===== config.mk =====
export PLATFORM = sky130hd
export DESIGN_NAME = bankwin_window
export DESIGN_NICKNAME = d
export VERILOG_FILES = /design/src/rtl/bankwin_pkg.sv /design/src/rtl/bankwin_bank_reg.sv /design/src/rtl/bankwin_decode.sv /design/src/rtl/bankwin_rdmux.sv /design/src/rtl/bankwin_window.sv
export SDC_FILE = /design/constraint.sdc
export NUM_CORES = 1
export LEC_CHECK = 0
export CAP_MARGIN = 20
export CORE_AREA = 8 8 203 205
export DETAILED_ROUTE_END_ITERATION = 8
export DIE_AREA = 0 0 211 213
export GPL_TIMING_DRIVEN = 0
export PLACE_DENSITY_LB_ADDON = 0.05
export SYNTH_ARGS = -nofsm -noshare
export SYNTH_HDL_FRONTEND = slang
export SYNTH_SLANG_ARGS = --single-unit

===== constraint.sdc =====
create_clock -name clk_i -period 1.95 [get_ports clk_i]
set_input_delay 0.195 -clock clk_i [delete_from_list [all_inputs] [get_ports clk_i]]
set_output_delay 0.195 -clock clk_i [all_outputs]
set_load 0.005 [all_outputs]

===== src/rtl/bankwin_pkg.sv =====
package bankwin_pkg;
  localparam int unsigned ADDR_W_DEF    = 4;
  localparam int unsigned DATA_W_DEF    = 16;
  localparam int unsigned NUM_BANKS_DEF = 4;
  localparam logic [7:0]  ID_BYTE_DEF   = 8'h33;

  function automatic int unsigned flat_idx(int unsigned bank, int unsigned word,
                                           int unsigned regs_per_bank);
    return bank * regs_per_bank + word;
  endfunction
endpackage


===== src/rtl/bankwin_bank_reg.sv =====
module bankwin_bank_reg #(
  parameter int unsigned DATA_W  = 16,
  parameter int unsigned BANK_W  = 2,
  parameter logic [7:0]  ID_BYTE = 8'h33
) (
  input  logic              clk_i,
  input  logic              rst_ni,
  input  logic              hit_i,
  input  logic              wr_i,
  input  logic              lo_be_i,
  input  logic [BANK_W-1:0] wbank_i,
  output logic [BANK_W-1:0] bank_o,
  output logic [DATA_W-1:0] rd_val_o
);
  logic [BANK_W-1:0] bank_q;

  // only the low lane carries the bank number; upper lane is read-only id
  always_ff @(posedge clk_i or negedge rst_ni) begin
    if (!rst_ni)                      bank_q <= '0;
    else if (hit_i && wr_i && lo_be_i) bank_q <= wbank_i;
  end

  always_comb begin
    rd_val_o                 = '0;
    rd_val_o[DATA_W-1 -: 8]  = ID_BYTE;
    rd_val_o[BANK_W-1:0]     = bank_q;
  end

  assign bank_o = bank_q;
endmodule


===== src/rtl/bankwin_decode.sv =====
module bankwin_decode #(
  parameter int unsigned NUM_BANKS     = 4,
  parameter int unsigned BANK_W        = 2,
  parameter int unsigned WORD_W        = 3,
  parameter int unsigned REGS_PER_BANK = 7,
  localparam int unsigned NUM_REGS     = NUM_BANKS * REGS_PER_BANK
) (
  input  logic                access_i,
  input  logic [BANK_W-1:0]   bank_i,
  input  logic [WORD_W-1:0]   word_i,
  output logic [NUM_REGS-1:0] sel_o
);
  for (genvar b = 0; b < NUM_BANKS; b++) begin : g_bank
    logic bank_hit;
    assign bank_hit = access_i && (bank_i == BANK_W'(b));
    for (genvar w = 0; w < REGS_PER_BANK; w++) begin : g_word
      assign sel_o[bankwin_pkg::flat_idx(b, w, REGS_PER_BANK)] =
        bank_hit && (word_i == WORD_W'(w));
    end
  end
endmodule


===== src/rtl/bankwin_rdmux.sv =====
module bankwin_rdmux #(
  parameter int unsigned DATA_W   = 16,
  parameter int unsigned NUM_REGS = 28
) (
  input  logic                       clk_i,
  input  logic                       rst_ni,
  input  logic                       rd_i,
  input  logic                       bank_hit_i,
  input  logic [DATA_W-1:0]          bank_val_i,
  input  logic [NUM_REGS-1:0]        sel_i,
  input  logic [NUM_REGS*DATA_W-1:0] regs_i,
  output logic [DATA_W-1:0]          rdata_o
);
  logic [DATA_W-1:0] mux_val;
  logic [DATA_W-1:0] rdata_q;

  // AND-OR mux on the one-hot select
  always_comb begin
    mux_val = '0;
    for (int i = 0; i < int'(NUM_REGS); i++) begin
      mux_val |= regs_i[i*DATA_W +: DATA_W] & {DATA_W{sel_i[i]}};
    end
  end

  always_ff @(posedge clk_i or negedge rst_ni) begin
    if (!rst_ni)   rdata_q <= '0;
    else if (rd_i) rdata_q <= bank_hit_i ? bank_val_i : mux_val;
  end

  assign rdata_o = rdata_q;
endmodule


===== src/rtl/bankwin_window.sv =====
module bankwin_window #(
  parameter int unsigned ADDR_W    = bankwin_pkg::ADDR_W_DEF,
  parameter int unsigned DATA_W    = bankwin_pkg::DATA_W_DEF,
  parameter int unsigned NUM_BANKS = bankwin_pkg::NUM_BANKS_DEF,
  parameter logic [7:0]  ID_BYTE   = bankwin_pkg::ID_BYTE_DEF,
  localparam int unsigned BE_W          = DATA_W / 8,
  localparam int unsigned WORD_W        = ADDR_W - 1,
  localparam int unsigned WORDS         = 2 ** WORD_W,
  localparam int unsigned REGS_PER_BANK = WORDS - 1,
  localparam int unsigned BANK_W        = $clog2(NUM_BANKS),
  localparam int unsigned NUM_REGS      = NUM_BANKS * REGS_PER_BANK
) (
  input  logic                       clk_i,
  input  logic                       rst_ni,
  input  logic [ADDR_W-1:0]          addr_i,
  input  logic [DATA_W-1:0]          wdata_i,
  input  logic [BE_W-1:0]            be_i,
  input  logic                       wr_i,
  input  logic                       rd_i,
  output logic [DATA_W-1:0]          rdata_o,
  output logic [NUM_REGS-1:0]        sel_o,
  output logic                       reg_wr_o,
  output logic                       reg_rd_o,
  output logic [BE_W-1:0]            reg_be_o,
  output logic [DATA_W-1:0]          reg_wdata_o,
  input  logic [NUM_REGS*DATA_W-1:0] reg_rdata_i
);
  localparam logic [WORD_W-1:0] BANK_WORD = WORD_W'(WORDS - 1);

  logic [WORD_W-1:0] word;
  logic              bank_hit;
  logic              reg_access;
  logic [BANK_W-1:0] bank_sel;
  logic [DATA_W-1:0] bank_val;
  logic              addr_lane_unused;

  assign word             = addr_i[ADDR_W-1:1];
  assign addr_lane_unused = addr_i[0];  // lanes come from be_i
  assign bank_hit         = (word == BANK_WORD);
  assign reg_access       = (rd_i || wr_i) && !bank_hit;

  bankwin_bank_reg #(
    .DATA_W (DATA_W),
    .BANK_W (BANK_W),
    .ID_BYTE(ID_BYTE)
  ) u_bank_reg (
    .clk_i   (clk_i),
    .rst_ni  (rst_ni),
    .hit_i   (bank_hit),
    .wr_i    (wr_i),
    .lo_be_i (be_i[0]),
    .wbank_i (wdata_i[BANK_W-1:0]),
    .bank_o  (bank_sel),
    .rd_val_o(bank_val)
  );

  bankwin_decode #(
    .NUM_BANKS    (NUM_BANKS),
    .BANK_W       (BANK_W),
    .WORD_W       (WORD_W),
    .REGS_PER_BANK(REGS_PER_BANK)
  ) u_decode (
    .access_i(reg_access),
    .bank_i  (bank_sel),
    .word_i  (word),
    .sel_o   (sel_o)
  );

  bankwin_rdmux #(
    .DATA_W  (DATA_W),
    .NUM_REGS(NUM_REGS)
  ) u_rdmux (
    .clk_i     (clk_i),
    .rst_ni    (rst_ni),
    .rd_i      (rd_i),
    .bank_hit_i(bank_hit),
    .bank_val_i(bank_val),
    .sel_i     (sel_o),
    .regs_i    (reg_rdata_i),
    .rdata_o   (rdata_o)
  );

  assign reg_wr_o    = wr_i && !bank_hit;
  assign reg_rd_o    = rd_i && !bank_hit;
  assign reg_be_o    = be_i;
  assign reg_wdata_o = wdata_i;
endmodule


* Word level (Yosys, flattened, before mapping)
Index checks and enable logic that the tools add are counted.
** Storage, ports and cells
- Word-level logic and storage cells :: 109
- Input bits :: 474
- Memories kept :: 0
- Memory bits (read-only) :: 0
- Bits in writable memories :: 0
- Flip-flop bits (word level) :: 18
- Latch bits :: 0
** Cells by class
- Bitwise operators :: 55
- Reduce and logical (&&, ||, !) cells :: 41
- Shifts and indexed selects :: 0
- Add/subtract/negate cells :: 0
- $lt $le $gt $ge :: 0
- Eq/ne operators :: 10
- Muxes and demuxes :: 1
- Multiply operators :: 0
- Div/mod/pow operators :: 0
** Operators by type and width (number)
- $and A16 B16 Y16 :: 28
- $or A16 B16 Y16 :: 27
- $logic_and A1 B1 Y1 :: 37
- $mux W16 :: 1
- $eq A3 B3 Y1 const B :: 4
- $eq A3 B2 Y1 const B :: 2
- $eq A2 B2 Y1 const B :: 2
- $eq A3 B1 Y1 const B :: 1
- $logic_not A3 Y1 :: 1
- $eq A2 B1 Y1 const B :: 1
- $logic_not A2 Y1 :: 1
- $logic_not A1 Y1 :: 1
- $logic_or A1 B1 Y1 :: 1

* Longest topological paths before layout
Gate-level depths: netlist of the first run.
- Word-level depth :: 34
- Depth in mapped cells :: 10
- Mapped depth without buffers :: 7

* Modules after synthesis
A second synthesis of the first run with hierarchy kept.
** Second synthesis, totals
- Cell total of the unflattened synthesis :: 468
- Area total of the unflattened synthesis :: 3794.9 µm²
** Modules (own cells, without submodules)
- bankwin_rdmux :: cells an instance 382, area an instance 3206.8 µm², seq. area each 400.4 µm², times used 1
- bankwin_bank_reg :: cells an instance 23, area an instance 217.7 µm², seq. area each 50.0 µm², times used 1
- bankwin_decode :: cells an instance 40, area an instance 201.4 µm², seq. area each 0.0 µm², times used 1
- bankwin_window :: cells an instance 23, area an instance 168.9 µm², seq. area each 0.0 µm², times used 1

* Least setup slack after synthesis of the first run
No wires, ideal clock.
- Path kind :: register -> register
- Start :: register u_bank_reg.bank_q[0] (netlist: u_bank_reg.bank_o[0])
- End :: register u_rdmux.rdata_q[14] (netlist: u_rdmux.rdata_o[14])
- Data required time :: 1.827 ns
- Arrival :: 1.862 ns
- Path slack :: -0.035 ns
- Clock period less this slack :: 1.985 ns
- Buffers on the path :: 3
- Stages on the path, launching flop included :: 8
- Cell sequence :: dfrtp_1 -> buf_6 -> buf_6 -> buf_6 -> mux2_2 -> a2111oi_0 -> o211ai_1 -> o221a_1
** Between the ends
- Cells in the longest elaborated chain, start to end :: 32
- Elaborated cells between the ends (all ways) :: 92
** Ends and longest elaborated chain
- from (decl) :: line bankwin_bank_reg.sv:15 : logic [BANK_W-1:0] bank_q;
- from (signal assigned) :: line bankwin_bank_reg.sv:20 : else if (hit_i && wr_i && lo_be_i) bank_q <= wbank_i;
- $logic_not A2 Y1 :: line bankwin_decode.sv:15 : assign bank_hit = access_i && (bank_i == BANK_W'(b));
- $logic_and A1 B1 Y1 :: line bankwin_decode.sv:15
- $logic_and A1 B1 Y1 :: line bankwin_decode.sv:18 : bank_hit && (word_i == WORD_W'(w));
- $and A16 B16 Y16 :: line bankwin_rdmux.sv:21 : mux_val |= regs_i[i*DATA_W +: DATA_W] & {DATA_W{sel_i[i]}};
- $or A16 B16 Y16 (26 in a row) :: line bankwin_rdmux.sv:21
- $or A16 B16 Y16 * :: line bankwin_rdmux.sv:21
- $mux W16 * :: line bankwin_rdmux.sv:27 : else if (rd_i) rdata_q <= bank_hit_i ? bank_val_i : mux_val;
- to (signal assigned) :: line bankwin_rdmux.sv:27
- to (decl) :: line bankwin_rdmux.sv:15 : logic [DATA_W-1:0] rdata_q;
Mark *: on every way between the ends. The rest lies on a longest branch, timed or not.
A chain may end at the register's enable or synchronous reset.

* Final worst setup path of the first run
- Start :: register u_bank_reg.bank_q[1] (netlist: u_bank_reg.bank_o[1])
- End :: register u_rdmux.rdata_q[14] (netlist: u_rdmux.rdata_o[14])
Same word-level chain as after synthesis.

==> flow_summary_export.csv, run 1 <==
group,metric,value,unit
die,ioPinCount,538,
run_status,violations,"negative setup slack",
hold_path,hp-class,"primary input to asynchronous set/reset pin",
clock_tree,cts_tree,"built",
worst_setup_path,arrival,2.53,ns
place,io_buffers,519,
place,place_hpwl,52340,um
power_and_ir_drop,p_per_area,485.2,nW/um2
worst_setup_path,r2r_end,"u_rdmux.rdata_o[14]",
synthesis,syn_area,4992,um2
detailed_routing,routed-via-count,8953,
detailed_routing,postRouteAntennaNets,0,
detailed_routing,routed_via_density,4.955,
synthesis,ys_ff_latch,18,
run_status,status,"complete, but fails checks",
sta,finalCritPeriodShare,122.3,%
place,gp_congestion,0.8355,
power_and_ir_drop,peakVddDrop,298.7,uV
sta,drv_slew,0,
detailed_routing,drtIter0Drc,557,
place,dpl_cell_area,10920,um2
synthesis,async_flop_share,100.0,%
sta,fin_ws,-0.4355,ns
sta,fin_crit,2.385,ns
worst_setup_path,cp-start-kind,"flip-flop",
detailed_routing,drc,0,
die,rows,72,
die,die_area,44940,um2
cells_and_area,layout_common_cells,"clkdlybuf4s50_1 (488), buf_4 (93), mux2i_1 (49)",
sta,finalSetupTns,-5.639,ns
sta,worst_slew_pin_slew,0.7315,ns
sta,rsz0062_at_grt,"yes",
place,dp_cells,1705,
power_and_ir_drop,leakagePower,5.023,nW
worst_setup_path,worst-setup-path-type,"flip-flop to flip-flop",
worst_setup_path,critPathMaxFanout,7,
die,die_h,213,um
worst_setup_path,endpoint_kind,"flip-flop",
cells_and_area,multi_input_area,5386,um2
sta,hold_viol_final,0,
cells_and_area,final_nets,1762,
worst_setup_path,required,2.10,ns
synthesis,ys_types,72,
sta,clock-skew-final,0.003182,ns
power_and_ir_drop,p_sw_share,44.44,%
cells_and_area,area_growth,174.9,%
sta,clock.fmax,419.2,MHz
worst_setup_path,r2r_cells,10,
power_and_ir_drop,pwr-share-clk,7.4,%
cells_and_area,final_cell_area,13720,um2
synthesis,synth_edf_count,0,
sta,relSlewSlack,50.86,%
synthesis,ys_warn_count,0,
detailed_routing,drt_wl_total,65770,um
die,design.core.area,38110,um2
power_and_ir_drop,p_seq_share,7.7,%
synthesis,ys_seq_area_share,9.023,%
grt,grt-ovfl-total,0,
clock_tree,clk_pin_slew,0.06,ns
detailed_routing,dr.pass1.iters,5,
power_and_ir_drop,pwr-share-comb,84.9,%
grt,grt_pass1_wl,85080,um
grt,grt_max_degree,19,
detailed_routing,wl_per_cell,36.40,um
worst_setup_path,r2r_start,"u_bank_reg.bank_o[1]",
synthesis,syn_area_per_cell,7.553,um2
clock_tree,cts_buffer_depth,2,
place,dp_slack,-2.139,ns
clock_tree,root_buffer,"clkbuf_16",
grt,antenna_found_initial,6,
cells_and_area,mostFrequentLayoutCell,"clkdlybuf4s50_1",
grt,groute.usage.overall,27.59,%
worst_setup_path,r2r_slack,-0.44,ns
power_and_ir_drop,internal_power,0.003699,W
cells_and_area,fillCellCount,4108,
cells_and_area,fin_util,36.01,%
synthesis,dominantRegCellSynth,"dfrtp_1",
die,fp.dieW,211,um
cells_and_area,final_cells,1807,
synthesis,syn_inst,661,
clock_tree,worstSkewPairLatency,0.26,ns
synthesis,syn-num-nets,1135,
clock_tree,cts_buffers,3,
clock_tree,cts_sinks,18,
run,drv_cap,0,
sta,finalSetupViolations,20,
clock_tree,h-tree-depth,1,
power_and_ir_drop,switchingPower,0.002959,W
grt,grt_pass1_vias,9691,
die,start_util,13.10,%
cells_and_area,seqCellArea,451.7,um2
clock_tree,hold_buffers,0,
cells_and_area,drive_gt1_share,31.86,%
-- worst max-delay path, stage by stage (launching register included) --
cell and delay (ns):
dfrtp_1 0.42, buf_6 0.15, buf_12 0.14, buf_8 0.13, and2_4 0.16, buf_12 0.15, nand3_4 0.19, o22ai_1 0.15
a211oi_2 0.28, o211ai_1 0.24, o221a_1 0.25
-- worst max-delay path by stage --
stage | start | endpoint | slack [ns] | cells past startpoint
after floorplan | u_bank_reg.bank_o[1] | u_rdmux.rdata_o[15] | 0.02 | 8
after global placement | rd_i | u_rdmux.rdata_o[2] | -2.31 | 9
after detailed placement | addr_i[2] | sel_o[27] | -2.14 | 7
after CTS | u_bank_reg.bank_o[0] | u_rdmux.rdata_o[5] | -0.39 | 9
after global routing | u_bank_reg.bank_o[1] | u_rdmux.rdata_o[3] | -0.44 | 10
final | u_bank_reg.bank_o[1] | u_rdmux.rdata_o[14] | -0.44 | 10
-- layout make-up --
cell class,count,area share [%]
sequential,18,3.291
multi-input combinational,563,39.25
clock buffer,4,0.6473
inverter,4,0.1094
timing repair buffer,626,45.65
tap,518,4.723
antenna,2,0.03647
buffer,72,6.291
-- synth_stat cells (all sizes together), types with 9 or more instances --
cell type	instances	area, um2
a2111oi	10	87.58
a21oi	20	100.1
a221oi	11	96.34
a22oi	60	450.4
a31oi	15	93.84
buf	64	444.2
clkbuf	12	45.04
dfrtp	18	450.4
mux2	25	281.5
mux2i	70	700.7
nand2	54	220.2
nand2b	9	56.30
nand3	16	92.59
nor2	65	259.0
nor3	26	140.1
nor4	9	68.81
o21ai	22	110.1
o22ai	17	106.4
o32ai	14	122.6
-- cells by family after synthesis --
group / Yosys count / synth area share (%)
multiplexers: 100 / 21.93
AND/OR/NAND/NOR: 225 / 23.01
flip-flops: 18 / 9.023
AO/OA/AOI/OAI: 238 / 35.94
buffers and inverters: 80 / 10.10
-- registers in the layout, indices dropped and copies added, names as in the netlist --
name,count
u_rdmux.rdata_o,16
u_bank_reg.bank_o,2
-- per-layer routing --
layer  up-vias  part of all wire (%)  track usage, %
met5         -                 0.059               0
met4         6                   2.0           4.850
met3        57                   6.1           5.313
met2       435                    50           50.22
met1      4550                    42           33.55
li1       3905                     -               -
-- what timing repair did --
action	CTS	global route
cloned	5	2
resized for setup	395	94
setup endpoints to repair	48	29
pin swaps	50	45
buffers inserted	73	19
-- stage by stage --
step | hold slack (ns) | total power [W]
2_1_floorplan | -0.1006 | 0.001981
3_3_place_gp | 0.4926 | 0.004395
3_5_place_dp | 0.4970 | 0.004416
4_1_cts | 0.4989 | 0.006222
5_1_grt | 0.2103 | 0.006844
6_report | 0.2129 | 0.006658
-- power groups by stage --
| stage | Combinational [W] | Clock [W] | Sequential (W) |
|---|---|---|---|
| 2_1_floorplan | 0.00148 | 0 | 0.000504 |
| 3_3_place_gp | 0.00388 | 0 | 0.000513 |
| 3_5_place_dp | 0.00390 | 0 | 0.000514 |
| 4_1_cts | 0.00521 | 0.000503 | 0.000511 |
| 5_1_grt | 0.00580 | 0.000518 | 0.000521 |
| 6_report | 0.00565 | 0.000490 | 0.000513 |
Note: power is estimated with default switching activity, not from simulation.
==> inputs of run 2 (changes only) <==
--- a/config.mk
+++ b/config.mk
@@ -6,7 +6,7 @@
 export NUM_CORES = 1
 export LEC_CHECK = 0
 export CAP_MARGIN = 20
-export CORE_AREA = 8 8 203 205
+export CORE_AREA = 2 2 209 211
 export DETAILED_ROUTE_END_ITERATION = 8
 export DIE_AREA = 0 0 211 213
 export GPL_TIMING_DRIVEN = 0
==> run 2 against run 1 <==
Net effect:
- the run still ends with negative setup slack left
- total power shrank 6.1%
- clock skew shrank 0.0014 ns
- critical path type unchanged
- core utilization shrank 4.6 points
- via count shrank 3.4%
- largest cell class unchanged
- combinational power shrank 6.4%
- sequential power grew 1%
- first-iteration DRC count grew 0.36%
- non-clock buffer count shrank 4
==> flow_summary_export.csv, run 2 (synthesis gave the netlist of run 1 again) <==
group,metric,value,unit
clock_tree,cts_buffer_depth,2,
clock_tree,cts_tree,"built",
sta,rsz0062_at_grt,"yes",
cells_and_area,drive_gt1_share,31.51,%
detailed_routing,wl_per_cell,34.44,um
die,fp.dieW,211,um
detailed_routing,drc,0,
run_status,violations,"negative setup slack",
sta,worst_slew_pin_slew,0.9917,ns
sta,fin_ws,-0.4438,ns
die,ioPinCount,538,
run,drv_cap,0,
place,place_hpwl,51130,um
cells_and_area,mostFrequentLayoutCell,"clkdlybuf4s50_1",
place,dp_cells,1730,
sta,drv_slew,0,
worst_setup_path,endpoint_kind,"flip-flop",
cells_and_area,final_nets,1758,
grt,groute.usage.overall,26.92,%
power_and_ir_drop,p_per_area,465.9,nW/um2
detailed_routing,dr.pass1.iters,5,
detailed_routing,routed-via-count,8649,
die,die_h,213,um
clock_tree,cts_buffers,3,
sta,clock-skew-final,0.001777,ns
sta,clock.fmax,417.8,MHz
clock_tree,clk_pin_slew,0.06,ns
worst_setup_path,cp-start-kind,"flip-flop",
cells_and_area,final_cells,1832,
power_and_ir_drop,leakagePower,4.868,nW
detailed_routing,routed_via_density,4.721,
worst_setup_path,worst-setup-path-type,"flip-flop to flip-flop",
place,io_buffers,519,
sta,finalCritPeriodShare,122.8,%
clock_tree,cts_sinks,18,
sta,relSlewSlack,33.68,%
detailed_routing,drtIter0Drc,559,
clock_tree,root_buffer,"clkbuf_16",
grt,grt_pass1_wl,80900,um
die,start_util,11.69,%
sta,finalSetupViolations,26,
cells_and_area,layout_common_cells,"clkdlybuf4s50_1 (489), buf_4 (100), mux2i_1 (51)",
sta,finalSetupTns,-6.489,ns
cells_and_area,largest_register_ffs,16,
place,dp_slack,-2.092,ns
grt,grt_pass1_vias,9106,
sta,hold_viol_final,0,
worst_setup_path,arrival,2.59,ns
sta,fin_crit,2.394,ns
place,gp_congestion,0.8444,
die,design.core.area,42700,um2
hold_path,hp-class,"primary input to asynchronous set/reset pin",
clock_tree,h-tree-depth,1,
detailed_routing,drt_wl_total,63090,um
die,die_area,44940,um2
cells_and_area,area_growth,168.8,%
worst_setup_path,critPathMaxFanout,8,
grt,antenna_found_initial,7,
clock_tree,hold_buffers,0,
grt,grt_max_degree,19,
clock_tree,worstSkewPairLatency,0.26,ns
detailed_routing,postRouteAntennaNets,0,
grt,grt-ovfl-total,0,
worst_setup_path,required,2.15,ns
run_status,status,"complete, but fails checks",
power_and_ir_drop,peakVddDrop,252.2,uV
die,rows,76,
==> run 2: cell count changes in the layout (fill, tap and decap cells not counted), moves of 4 or more <==
cell           before  now
buf_16              5    1
dlygate4sd2_1      13    3
buf_6              37   33
buf_4              93  100
bufbuf_16           4    0
buf_2              11   15
==> run 2: report_power, final <==
part / internal [W] / switching, W / total, W
Clock: 0.000271 / 0.000169 / 0.000440
Combinational: 0.00269 / 0.00261 / 0.00529
Sequential: 0.000451 / 0.0000670 / 0.000518
Total: 0.00341 / 0.00284 / 0.00625
==> run 2: area by class of cell <==
class | instances | area (um2)
fill | 4601 | 29270
clock buffer | 3 | 75.07
buffer | 73 | 803.3
antenna | 4 | 10.01
multi-input combinational | 563 | 5288
tap | 546 | 683.2
sequential | 18 | 451.7
inverter | 4 | 15.01
timing repair buffer | 621 | 6096
==> run 2: path summary, 6_finish.rpt <==
| kind | startpoint | endpoint | slack, ns | cells after the start |
|---|---|---|---|---|
| hold / removal | rst_ni | u_rdmux.rdata_o[13] | 0.48 | 1 |
| min in group clk_i | wr_i | u_bank_reg.bank_o[1] | 0.48 | 5 |
| hold reg to reg | u_rdmux.rdata_o[9] | u_rdmux.rdata_o[9] | 0.52 | 1 |
| max in group asynchronous | rst_ni | u_bank_reg.bank_o[0] | 0.79 | 1 |
| setup / recovery | u_bank_reg.bank_o[1] | u_rdmux.rdata_o[15] | -0.44 | 7 |
| setup reg to reg | u_bank_reg.bank_o[1] | u_rdmux.rdata_o[15] | -0.44 | 7 |
==> run 2: worst max-delay path, stage by stage, from the launching register on <==
cell,delay [ns]
dfrtp_1,0.40
buf_6,0.16
buf_12,0.14
nor2b_1,0.38
nand3_1,0.38
o2bb2ai_2,0.42
or4_4,0.25
o221a_1,0.18
==> run 2: layer usage <==
metal | global-route usage [%] | up-vias | share of wire, %
li1 | - | 3891 | -
met1 | 33.01 | 4285 | 42
met2 | 47.82 | 417 | 50
met3 | 6.207 | 48 | 6.5
met4 | 5.731 | 8 | 2.1
met5 | 0 | - | 0.095
==> run 2: through the flow <==
stage	hold slack (ns)	utilization, %	cell area (um2)	total power [W]
after floorplan	-0.1006	-	5002	0.001981
after global placement	0.4972	25.48	10880	0.004444
after detailed placement	0.5016	25.56	10910	0.004445
after CTS	0.4860	29.81	12730	0.005879
after global routing	0.5198	31.42	13420	0.006471
final	0.4782	31.44	13420	0.006253
==> run 2: what timing repair did <==
item,CTS,global route
resized for setup,340,127
pin swaps,41,37
setup endpoints to repair,48,43
buffers inserted,68,30
gates cloned,2,1
==> inputs of run 3 (changes only) <==
--- a/config.mk
+++ b/config.mk
@@ -9,6 +9,7 @@
 export CORE_AREA = 2 2 209 211
 export DETAILED_ROUTE_END_ITERATION = 8
 export DIE_AREA = 0 0 211 213
+export GPL_ROUTABILITY_DRIVEN = 0
 export GPL_TIMING_DRIVEN = 0
 export PLACE_DENSITY_LB_ADDON = 0.05
 export SYNTH_ARGS = -nofsm -noshare
==> results of run 3 <==
No change in the layout: final DEF, timing and power equal those of run 2.
